==> src/rtl/keyed_wdt_pkg.sv <==
package keyed_wdt_pkg;
  // Register addresses; software depends on these values.
  typedef enum logic [2:0] {
    RA_KEY   = 3'd0,
    RA_WAKE  = 3'd1,
    RA_RESET = 3'd2,
    RA_RUN   = 3'd3,
    RA_FEED  = 3'd4,
    RA_FLAGS = 3'd5,
    RA_STAT  = 3'd6,
    RA_COUNT = 3'd7
  } wdt_reg_e;

  // STATUS bit positions
  localparam int ST_RUN   = 0;
  localparam int ST_WEN   = 1;
  localparam int ST_REN   = 2;
  localparam int ST_SRUN  = 3;
  localparam int ST_ERR   = 4;
  localparam int ST_UNL   = 5;
  localparam int ST_WSEL  = 8;
  localparam int ST_RSEL  = 16;
endpackage

==> src/rtl/wdt_keygate.sv <==
module wdt_keygate #(
  parameter int          KEY_W   = 8,
  parameter logic [KEY_W-1:0] KEY_VAL = 8'hA5
) (
  input  logic             clk,
  input  logic             rst_n,
  input  logic             key_wr,
  input  logic [KEY_W-1:0] key_in,
  input  logic             cfg_wr,
  input  logic             err_clr,
  output logic             unlocked,
  output logic             cfg_ok,
  output logic             key_err
);
  logic key_match;
  assign key_match = (key_in == KEY_VAL);
  assign cfg_ok    = cfg_wr & unlocked;

  // One unlock covers one configuration write.
  always_ff @(posedge clk or negedge rst_n) begin
    if (!rst_n)      unlocked <= 1'b0;
    else if (key_wr) unlocked <= key_match;
    else if (cfg_wr) unlocked <= 1'b0;
  end

  // Sticky error; a new error wins over a clear.
  always_ff @(posedge clk or negedge rst_n) begin
    if (!rst_n)                                    key_err <= 1'b0;
    else if ((key_wr && !key_match) || (cfg_wr && !unlocked)) key_err <= 1'b1;
    else if (err_clr)                              key_err <= 1'b0;
  end
endmodule

==> src/rtl/wdt_counter.sv <==
module wdt_counter #(
  parameter int CNT_W    = 26,
  parameter int SEL_W    = 5,
  parameter int PER_BASE = 10
) (
  input  logic             clk,
  input  logic             rst_n,
  input  logic             tick_en,
  input  logic             sleep,
  input  logic             running,
  input  logic             sleep_run,
  input  logic             clr,
  input  logic             wake_en,
  input  logic [SEL_W-1:0] wake_sel,
  input  logic             rst_en,
  input  logic [SEL_W-1:0] rst_sel,
  output logic [CNT_W-1:0] count,
  output logic             advance,
  output logic             wake_evt,
  output logic             rst_evt
);
  // Count value at which a timeout with code s expires.
  function automatic logic [CNT_W-1:0] limit_of(input logic [SEL_W-1:0] s);
    logic [CNT_W-1:0] one;
    one    = '0;
    one[0] = 1'b1;
    return one << (PER_BASE + int'(s));
  endfunction

  logic [CNT_W-1:0] inc;

  assign advance  = running & tick_en & (~sleep | sleep_run);
  assign inc      = count + CNT_W'(1);
  assign wake_evt = advance & wake_en & (inc == limit_of(wake_sel));
  assign rst_evt  = advance & rst_en  & (inc == limit_of(rst_sel));

  always_ff @(posedge clk or negedge rst_n) begin
    if (!rst_n)       count <= '0;
    else if (clr)     count <= '0;
    else if (advance) count <= inc;
  end
endmodule

==> src/rtl/wdt_flags.sv <==
module wdt_flags (
  input  logic       clk,
  input  logic       rst_n,
  input  logic       tick_en,
  input  logic       wake_evt,
  input  logic       rst_evt,
  input  logic       clr_wr,
  input  logic [1:0] clr_mask,
  output logic       to_flag,
  output logic       ro_flag,
  output logic       rst_req
);
  always_ff @(posedge clk or negedge rst_n) begin
    if (!rst_n) begin
      to_flag <= 1'b0;
      ro_flag <= 1'b0;
      rst_req <= 1'b0;
    end else begin
      to_flag <= wake_evt | (to_flag & ~(clr_wr & clr_mask[0]));
      ro_flag <= rst_evt  | (ro_flag & ~(clr_wr & clr_mask[1]));
      if (rst_evt)      rst_req <= 1'b1;
      else if (tick_en) rst_req <= 1'b0;
    end
  end
endmodule

==> src/rtl/keyed_wdt.sv <==
module keyed_wdt
  import keyed_wdt_pkg::*;
#(
  parameter int               CNT_W    = 26,
  parameter int               SEL_W    = 5,
  parameter int               PER_BASE = 10,
  parameter int               NUM_PER  = 16,
  parameter int               KEY_W    = 8,
  parameter logic [KEY_W-1:0] KEY_VAL  = 8'hA5,
  parameter int               ADDR_W   = 3,
  parameter int               DATA_W   = 32
) (
  input  logic              clk,
  input  logic              rst_n,
  input  logic              tick_en,
  input  logic              sleep,
  input  logic              wr_en,
  input  logic              rd_en,
  input  logic [ADDR_W-1:0] addr,
  input  logic [DATA_W-1:0] wdata,
  output logic [DATA_W-1:0] rdata,
  output logic              irq,
  output logic              rst_req
);
  localparam int EN_BIT = SEL_W;

  function automatic logic sel_legal(input logic [SEL_W-1:0] s);
    return int'(s) < NUM_PER;
  endfunction

  // Decoded strobes
  logic key_wr, wake_wr, rstc_wr, run_wr, feed_wr, flag_wr, stat_wr, cfg_wr;
  assign key_wr  = wr_en && (addr == ADDR_W'(RA_KEY));
  assign wake_wr = wr_en && (addr == ADDR_W'(RA_WAKE));
  assign rstc_wr = wr_en && (addr == ADDR_W'(RA_RESET));
  assign run_wr  = wr_en && (addr == ADDR_W'(RA_RUN));
  assign feed_wr = wr_en && (addr == ADDR_W'(RA_FEED));
  assign flag_wr = wr_en && (addr == ADDR_W'(RA_FLAGS));
  assign stat_wr = wr_en && (addr == ADDR_W'(RA_STAT));
  assign cfg_wr  = wake_wr | rstc_wr | run_wr;

  logic unlocked, cfg_ok, key_err;

  wdt_keygate #(.KEY_W(KEY_W), .KEY_VAL(KEY_VAL)) u_key (
    .clk      (clk),
    .rst_n    (rst_n),
    .key_wr   (key_wr),
    .key_in   (wdata[KEY_W-1:0]),
    .cfg_wr   (cfg_wr),
    .err_clr  (stat_wr),
    .unlocked (unlocked),
    .cfg_ok   (cfg_ok),
    .key_err  (key_err)
  );

  // Configuration state
  logic             running, sleep_run, wake_en, rst_en;
  logic [SEL_W-1:0] wake_sel, rst_sel;
  logic [SEL_W-1:0] code_in;
  logic             code_ok, start_cmd, count_clr;

  assign code_in   = wdata[SEL_W-1:0];
  assign code_ok   = sel_legal(code_in);
  assign start_cmd = cfg_ok && run_wr && wdata[0];
  assign count_clr = feed_wr | start_cmd;

  always_ff @(posedge clk or negedge rst_n) begin
    if (!rst_n) begin
      running   <= 1'b0;
      sleep_run <= 1'b0;
      wake_en   <= 1'b0;
      rst_en    <= 1'b0;
      wake_sel  <= '0;
      rst_sel   <= '0;
    end else if (cfg_ok) begin
      if (wake_wr) begin
        if (!wdata[EN_BIT]) wake_en <= 1'b0;
        else if (code_ok) begin
          wake_en  <= 1'b1;
          wake_sel <= code_in;
        end
      end
      if (rstc_wr) begin
        if (!wdata[EN_BIT]) rst_en <= 1'b0;
        else if (code_ok) begin
          rst_en  <= 1'b1;
          rst_sel <= code_in;
        end
      end
      if (run_wr) begin
        running   <= wdata[0];
        sleep_run <= wdata[1];
      end
    end
  end

  logic [CNT_W-1:0] count;
  logic             advance, wake_evt, rst_evt;

  wdt_counter #(.CNT_W(CNT_W), .SEL_W(SEL_W), .PER_BASE(PER_BASE)) u_cnt (
    .clk       (clk),
    .rst_n     (rst_n),
    .tick_en   (tick_en),
    .sleep     (sleep),
    .running   (running),
    .sleep_run (sleep_run),
    .clr       (count_clr),
    .wake_en   (wake_en),
    .wake_sel  (wake_sel),
    .rst_en    (rst_en),
    .rst_sel   (rst_sel),
    .count     (count),
    .advance   (advance),
    .wake_evt  (wake_evt),
    .rst_evt   (rst_evt)
  );

  logic to_flag, ro_flag;

  wdt_flags u_flg (
    .clk      (clk),
    .rst_n    (rst_n),
    .tick_en  (tick_en),
    .wake_evt (wake_evt),
    .rst_evt  (rst_evt),
    .clr_wr   (flag_wr),
    .clr_mask (wdata[1:0]),
    .to_flag  (to_flag),
    .ro_flag  (ro_flag),
    .rst_req  (rst_req)
  );

  assign irq = to_flag;

  // Read mux
  logic [DATA_W-1:0] stat_word;
  always_comb begin
    stat_word                   = '0;
    stat_word[ST_RUN]           = running;
    stat_word[ST_WEN]           = wake_en;
    stat_word[ST_REN]           = rst_en;
    stat_word[ST_SRUN]          = sleep_run;
    stat_word[ST_ERR]           = key_err;
    stat_word[ST_UNL]           = unlocked;
    stat_word[ST_WSEL +: SEL_W] = wake_sel;
    stat_word[ST_RSEL +: SEL_W] = rst_sel;
  end

  always_comb begin
    rdata = '0;
    if (rd_en) begin
      if (addr == ADDR_W'(RA_FLAGS))      rdata[1:0]      = {ro_flag, to_flag};
      else if (addr == ADDR_W'(RA_STAT))  rdata           = stat_word;
      else if (addr == ADDR_W'(RA_COUNT)) rdata[CNT_W-1:0] = count;
    end
  end
endmodule

==> config.mk <==
export PLATFORM = sky130hd
export DESIGN_NAME = keyed_wdt
export DESIGN_NICKNAME = d
export VERILOG_FILES = /design/src/rtl/keyed_wdt_pkg.sv /design/src/rtl/wdt_keygate.sv /design/src/rtl/wdt_counter.sv /design/src/rtl/wdt_flags.sv /design/src/rtl/keyed_wdt.sv
export SDC_FILE = /design/constraint.sdc
export NUM_CORES = 1
export LEC_CHECK = 0
export BUFFER_PORTS_ARGS = -buffer_cell sky130_fd_sc_hd__buf_2
export CORE_UTILIZATION = 55
export DETAILED_ROUTE_END_ITERATION = 10
export GPL_TIMING_DRIVEN = 0
export PLACE_DENSITY = 0.76
export SYNTH_ARGS = -nofsm -noshare
export SYNTH_HDL_FRONTEND = slang
export SYNTH_SLANG_ARGS = --single-unit
==> constraint.sdc <==
create_clock -name clk -period 4.1 [get_ports clk]
set_input_delay 0.205 -clock clk [delete_from_list [all_inputs] [get_ports clk]]
set_output_delay 0.205 -clock clk [all_outputs]
set_load 0.005 [all_outputs]
Yosys cells after proc, flatten, opt, wreduce, memory -nomap -nowiden
Cells that the tools add are included.
- register bits after elaboration: 45
- bits of input ports: 41
- output and inout bits: 34
- word-level logic and storage cells: 88
- $add $sub $neg: 3
- order comparisons: 1
- equal/unequal tests: 11
- shifts and indexed selects: 2
- multiplexer cells: 15
- bitwise logic cells: 20
- reductions and logical operators: 24
- operator list (kind ; number):
    two-way mux 26 bit ; 4
    left shift 1 x 32 -> 26 bit (first input constant) ; 2
    == test 26 bit ; 2
    two-way mux 32 bit ; 1
    adder 26 x 1 -> 26 bit (second input constant) ; 1
    two-way mux 24 bit ; 1
    adder 4 x 5 -> 6 bit (first input constant) ; 2
    == test 3 bit (second input constant) ; 4
    bitwise AND 1 bit ; 11
    logical AND 1 bit ; 11
    == test 8 bit (second input constant) ; 1
    two-way mux 1 bit ; 8
    AND reduction 4 bit ; 2
    nonzero test 2 bit ; 4
    == test 3 x 2 -> 1 bit (second input constant) ; 2
    bitwise OR 1 bit ; 6
    AND reduction 3 bit ; 2
    < comparator 5 bit (second input constant) ; 1
    == test 3 x 1 -> 1 bit (second input constant) ; 1
    logical NOT 3 bit ; 1
    inverter 1 bit ; 3
    logical NOT 1 bit ; 2
    two-way mux 2 bit ; 1
    inequality test 2 x 1 -> 1 bit (second input constant) ; 1
    other kinds (2) ; 2

Depth between registers and ports, before layout
- word-level depth: 9
- mapped depth: 10
- depth with buffers taken out: 8

Modules after synthesis
From an unflattened synthesis, not the netlist that was laid out.
- cell total of the unflattened synthesis: 591
- area, all modules: 4628.2 um^2
- by module, submodules not included (module ; instances ; cells each ; area each (um^2) ; seq. area each (um^2)):
    wdt_counter ; 1 ; 457 ; 3323.2 ; 650.6
    keyed_wdt ; 1 ; 114 ; 1077.3 ; 350.3
    wdt_keygate ; 1 ; 11 ; 118.9 ; 50.0
    wdt_flags ; 1 ; 9 ; 108.9 ; 75.1

Least setup slack after synthesis
OpenSTA, ideal clock, no wires.
- path kind: register -> register
- start point: reg u_cnt.count[1]
- end point: reg u_flg.rst_req
- library setup time: 134 ps
- arrival: 2553 ps
- data required time: 3966 ps
- setup slack: 1413 ps
- cell stages (with the launch flop): 10
- path buffers: 1
- period minus slack after synthesis: 2687 ps
- cell sequence: dfrtp_1 > ha_1 > nand3_2 > or4_1 > buf_2 > or4_4 > and3_4 > a2bb2o_4 > o2111ai_2 > o22ai_1
- cells in the longest elaborated chain, start to end: 4
- elaborated cells between the ends (all ways): 5
- classes of those cells: add/sub: 1; eq/ne: 1; mux: 1; bitwise: 1; reduce/logical: 1
- ends and longest elaborated chain (item ; line ; text):
    start: declaration ; wdt_counter.sv:17 ; output logic [CNT_W-1:0] count,
    start signal: assignment ; wdt_counter.sv:40 ; else if (advance) count <= inc;
    adder 26 x 1 -> 26 bit (*) ; wdt_counter.sv:33 ; assign inc = count + CNT_W'(1);
    == test 26 bit (*) ; wdt_counter.sv:35 ; assign rst_evt = advance & rst_en & (inc == limit_of(rst_sel));
    bitwise AND 1 bit (*) ; wdt_counter.sv:35 ;
    two-way mux 1 bit or nonzero test 2 bit (tied branches) ; - ;
    end signal: assignment ; wdt_flags.sv:17 ; rst_req <= 1'b0;
    end signal: assignment ; wdt_flags.sv:21 ; if (rst_evt) rst_req <= 1'b1;
    end signal: assignment ; wdt_flags.sv:22 ; else if (tick_en) rst_req <= 1'b0;
    end: declaration ; wdt_flags.sv:11 ; output logic rst_req
Mark *: on every way between the ends. The rest lies on a longest branch, timed or not.
A chain may end at the register's enable or synchronous reset.

Worst setup path after layout
- start point: reg rst_sel[1]
- end point: reg u_flg.rst_req
- cells in the longest elaborated chain, start to end: 5
- elaborated cells between the ends (all ways): 6
- classes of those cells: add/sub: 1; eq/ne: 1; shift: 1; mux: 1; bitwise: 1; reduce/logical: 1
- ends and longest elaborated chain (item ; line ; text):
    start: declaration ; keyed_wdt.sv:58 ; logic [SEL_W-1:0] wake_sel, rst_sel;
    start signal: assignment ; keyed_wdt.sv:87 ; rst_sel <= code_in;
    adder 4 x 5 -> 6 bit (*) ; wdt_counter.sv:27 ; return one << (PER_BASE + int'(s));
    left shift 1 x 32 -> 26 bit (*) ; wdt_counter.sv:27 ;
    == test 26 bit (*) ; wdt_counter.sv:35 ;
    bitwise AND 1 bit (*) ; wdt_counter.sv:35 ;
    two-way mux 1 bit or nonzero test 2 bit (tied branches) ; - ;
Marks and branches as above.

==> flow_summary.json <==
{
  "final_layout_size_suffix_gt1_frac": 0.1635,
  "place_ws_ps": 861.6,
  "insertion_delay_ps": 310,
  "dr.pass1.iters": 5,
  "synth_cells": 580,
  "synth_area_mm2": 0.004661,
  "hold_class": "input port to async pin",
  "die_x_um": 94.06,
  "top_layer": "met4",
  "clk_path_buf_depth": 2,
  "worst-path-max-fanout": 10,
  "fin_nets": 679,
  "grt_pass1_wl_um": 22020,
  "slowest_delay_ps": 590,
  "run_status": "completed",
  "cts_sinks": 45,
  "clock_skew_ps": 10.44,
  "crit_cells": 8,
  "cp_slowest_cell": "or4b_1",
  "grt_max_degree": 46,
  "overflow": 0,
  "drc": 0,
  "maxCapViolCount": 0,
  "num_rows": 33,
  "cts_htree_levels": 2,
  "post-dp-hpwl_um": 10580,
  "crit_family": "simple AND/OR/NAND/NOR gates",
  "critical_path_buf_inv_count": 0,
  "critPathLaunchType": "flip-flop",
  "power.leakage_nw": 2.254,
  "fillCellCount": 751,
  "port-buffer-count": 43,
  "ys_warn_count": 0,
  "cts.repair.resized": 0,
  "critPathRequiredTime_ps": 4330,
  "yosysSeqAreaShare": 0.2416,
  "fin_cells": 741,
  "dieHeight_um": 94.06,
  "synth_ff_type": "dfrtp_1",
  "fmax_mhz": 293.3,
  "dieArea_mm2": 0.008846,
  "clkSlewWorstSetupHoldPaths_ps": 100,
  "rsz0062_at_grt": "no",
  "power_w": 0.0009423,
  "antenna_found_initial": 0,
  "dp_cells": 733,
  "track_usage": 0.3303,
  "powerDensity_mw_per_mm2": 182.5,
  "antennaDiodeCount": 0,
  "synth_edf_count": 0,
  "first_global_vias": 4207,
  "async_flop_share": 1.000,
  "route.layer.met1.wl_um": 6124,
  "crit_chain": "ha_1, or4b_1, or4bb_1, mux2i_1, o2111ai_1, nor4_1, o2111ai_2, o22ai_1",
  "routed_wirelength_um": 13880,
  "clock-root-buffer": "clkbuf_8",
  "cts_tree": "yes",
  "setup_viol": 0,
  "finalSetupTns_ps": 0,
  "area_growth_pct": 10.79,
  "avgViaCountPerCell": 6.216,
  "finalMaxSlewViolations": 0,
  "critPathKind": "flip-flop to flip-flop",
  "yosys.cell_types.count": 75,
  "syn_avg_cell_area_um2": 8.036,
  "route.met3.wl_um": 1110,
  "drtAntennaViolNets": 0,
  "synth_seq_cells": 45,
  "reg2reg_depth": 8,
  "post-cts-setup-buffers": 0,
  "wl_per_cell_um": 18.74,
  "cp_data_arrival_time_ps": 3640,
  "setup_ws_ps": 690.7,
  "boundaryPins": 75,
  "start_util": 0.5672,
  "fin_crit_ps": 3409,
  "end_kind": "flip-flop",
  "drtIter0Drc": 431,
  "finalHoldViolCount": 0,
  "worst_pin_slew_ps": 1231,
  "num_vias": 4606,
  "ctsHoldBuffers": 0,
  "ir_drop_mv": 0.1453,
  "met2WireLength_um": 6144,
  "max_slew_margin": 0.1794,
  "core_area_mm2": 0.008217,
  "period_share": 0.8315,
  "place_congestion": 0.9432,
  "cts_buffers": 5,
  "fin_util": 0.6284
}
[power breakdown]
| group | switching [W] | leakage [nW] | total, W | internal [W] |
|---|---|---|---|---|
| clock network | 0.000179 | 0.0687 | 0.000424 | 0.000246 |
| registers | 0.00000255 | 0.621 | 0.000449 | 0.000446 |
| logic | 0.0000452 | 1.56 | 0.0000692 | 0.0000240 |
[layout by cell type, fill, tap and decap left out, drive strengths merged, types with 19 or more instances in the layout]
cell,instances
and3,22
buf,63
clkbuf,35
dfrtp,45
mux2i,19
nand2,50
nand3,23
nand4,19
nor2,76
nor3,24
xnor2,28
xor2,19
[flip-flops by register name, summed over array words and instances (netlist names)]
signal and count:
running 1, wake_sel 5, u_flg.rst_req 1, u_cnt.count 26, sleep_run 1, u_flg.to_flag 1
rst_en 1, rst_sel 5, u_flg.ro_flag 1, u_key.key_err 1, wake_en 1, u_key.unlocked 1
[logic make-up (layout without fill, tap and decap cells)]
family          Yosys count  in the layout  share of synthesized area
other cells               1              6                  0.0008046
fa+ha+maj                 3              3                   0.008055
compound gates           79             79                     0.1205
flops                    45             45                     0.2416
buf+inv                  61            112                    0.05718
xor+xnor                 58             58                     0.1423
simple gates            303            303                     0.3621
mux                      30             30                    0.06738
[final timing paths]
| check | endpoint | slack [ps] | startpoint |
|---|---|---|---|
| min in group clk | wake_sel[2] | 140 | wdata[2] |
| min | u_cnt.count[6] | 50 | rst_n |
| max in group asynchronous | u_cnt.count[23] | 3430 | rst_n |
| max reg2reg | u_flg.rst_req | 690 | rst_sel[1] |
| min reg2reg | u_flg.ro_flag | 510 | u_flg.ro_flag |
| max | u_flg.rst_req | 690 | rst_sel[1] |
[cells in the mapped netlist (3+ instances only)]
cell / instances / area, um2
nand3b_1: 5 / 37.54
o21ai_0: 15 / 75.07
nand4b_1: 3 / 26.28
mux2i_1: 19 / 190.2
nor3_1: 23 / 115.1
nand3_1: 21 / 105.1
xnor2_1: 28 / 245.2
or3_1: 9 / 56.30
nor2b_1: 9 / 56.30
inv_1: 11 / 41.29
o2111ai_1: 5 / 43.79
and2_1: 4 / 25.02
or4_4: 3 / 33.78
ha_1: 3 / 37.54
a211oi_1: 3 / 22.52
o31a_1: 3 / 26.28
nor3b_1: 6 / 45.04
dfrtp_1: 45 / 1126
nand4_1: 17 / 106.4
or4_1: 5 / 37.54
nor2_1: 76 / 285.3
or4b_2: 4 / 40.04
xnor3_1: 8 / 180.2
o31ai_1: 4 / 30.03
nand2_1: 50 / 187.7
and4_1: 3 / 26.28
buf_4: 6 / 45.04
nand2b_1: 6 / 37.54
or2_2: 4 / 25.02
a21oi_1: 18 / 90.09
mux2_2: 11 / 123.9
o211a_1: 3 / 30.03
o211ai_1: 5 / 37.54
and3_1: 21 / 131.4
clkbuf_1: 30 / 112.6
nor4_1: 13 / 81.33
xor3_1: 3 / 71.32
buf_2: 12 / 60.06
xor2_1: 19 / 166.4
[stage by stage]
step                hold WS (ps)  instance area, um2
CTS                        101.0                5164
global route               135.7                5164
finish                     51.39                5164
floorplan                 -90.59                4679
detailed placement         443.6                5026
global placement           428.1                5026
[per-layer routing]
layer	up-vias	track usage
met2	218	0.5170
met5	-	0
met1	2162	0.4613
li1	2196	-
met4	0	0.1269
met3	30	0.04207
[worst reg2reg max path, cell delays in order (launching register included)]
cell and delay, ps:
dfrtp_1 500, ha_1 330, or4b_1 590, or4bb_1 520, mux2i_1 150, o2111ai_1 150
nor4_1 580, o2111ai_2 320, o22ai_1 190
[cell type report]
type                       instances  area (um2)  area share
timing repair buffer              43       215.2     0.04168
clock buffer                       5       68.82     0.01333
tap                              105       131.4     0.02544
buffer                            50       225.2     0.04362
inverter                          11       41.29    0.007996
multi-input combinational        479        3287      0.6365
clock inverter                     3       68.82     0.01333
sequential                        45        1126      0.2181
Power figures use the tool's default switching activity.
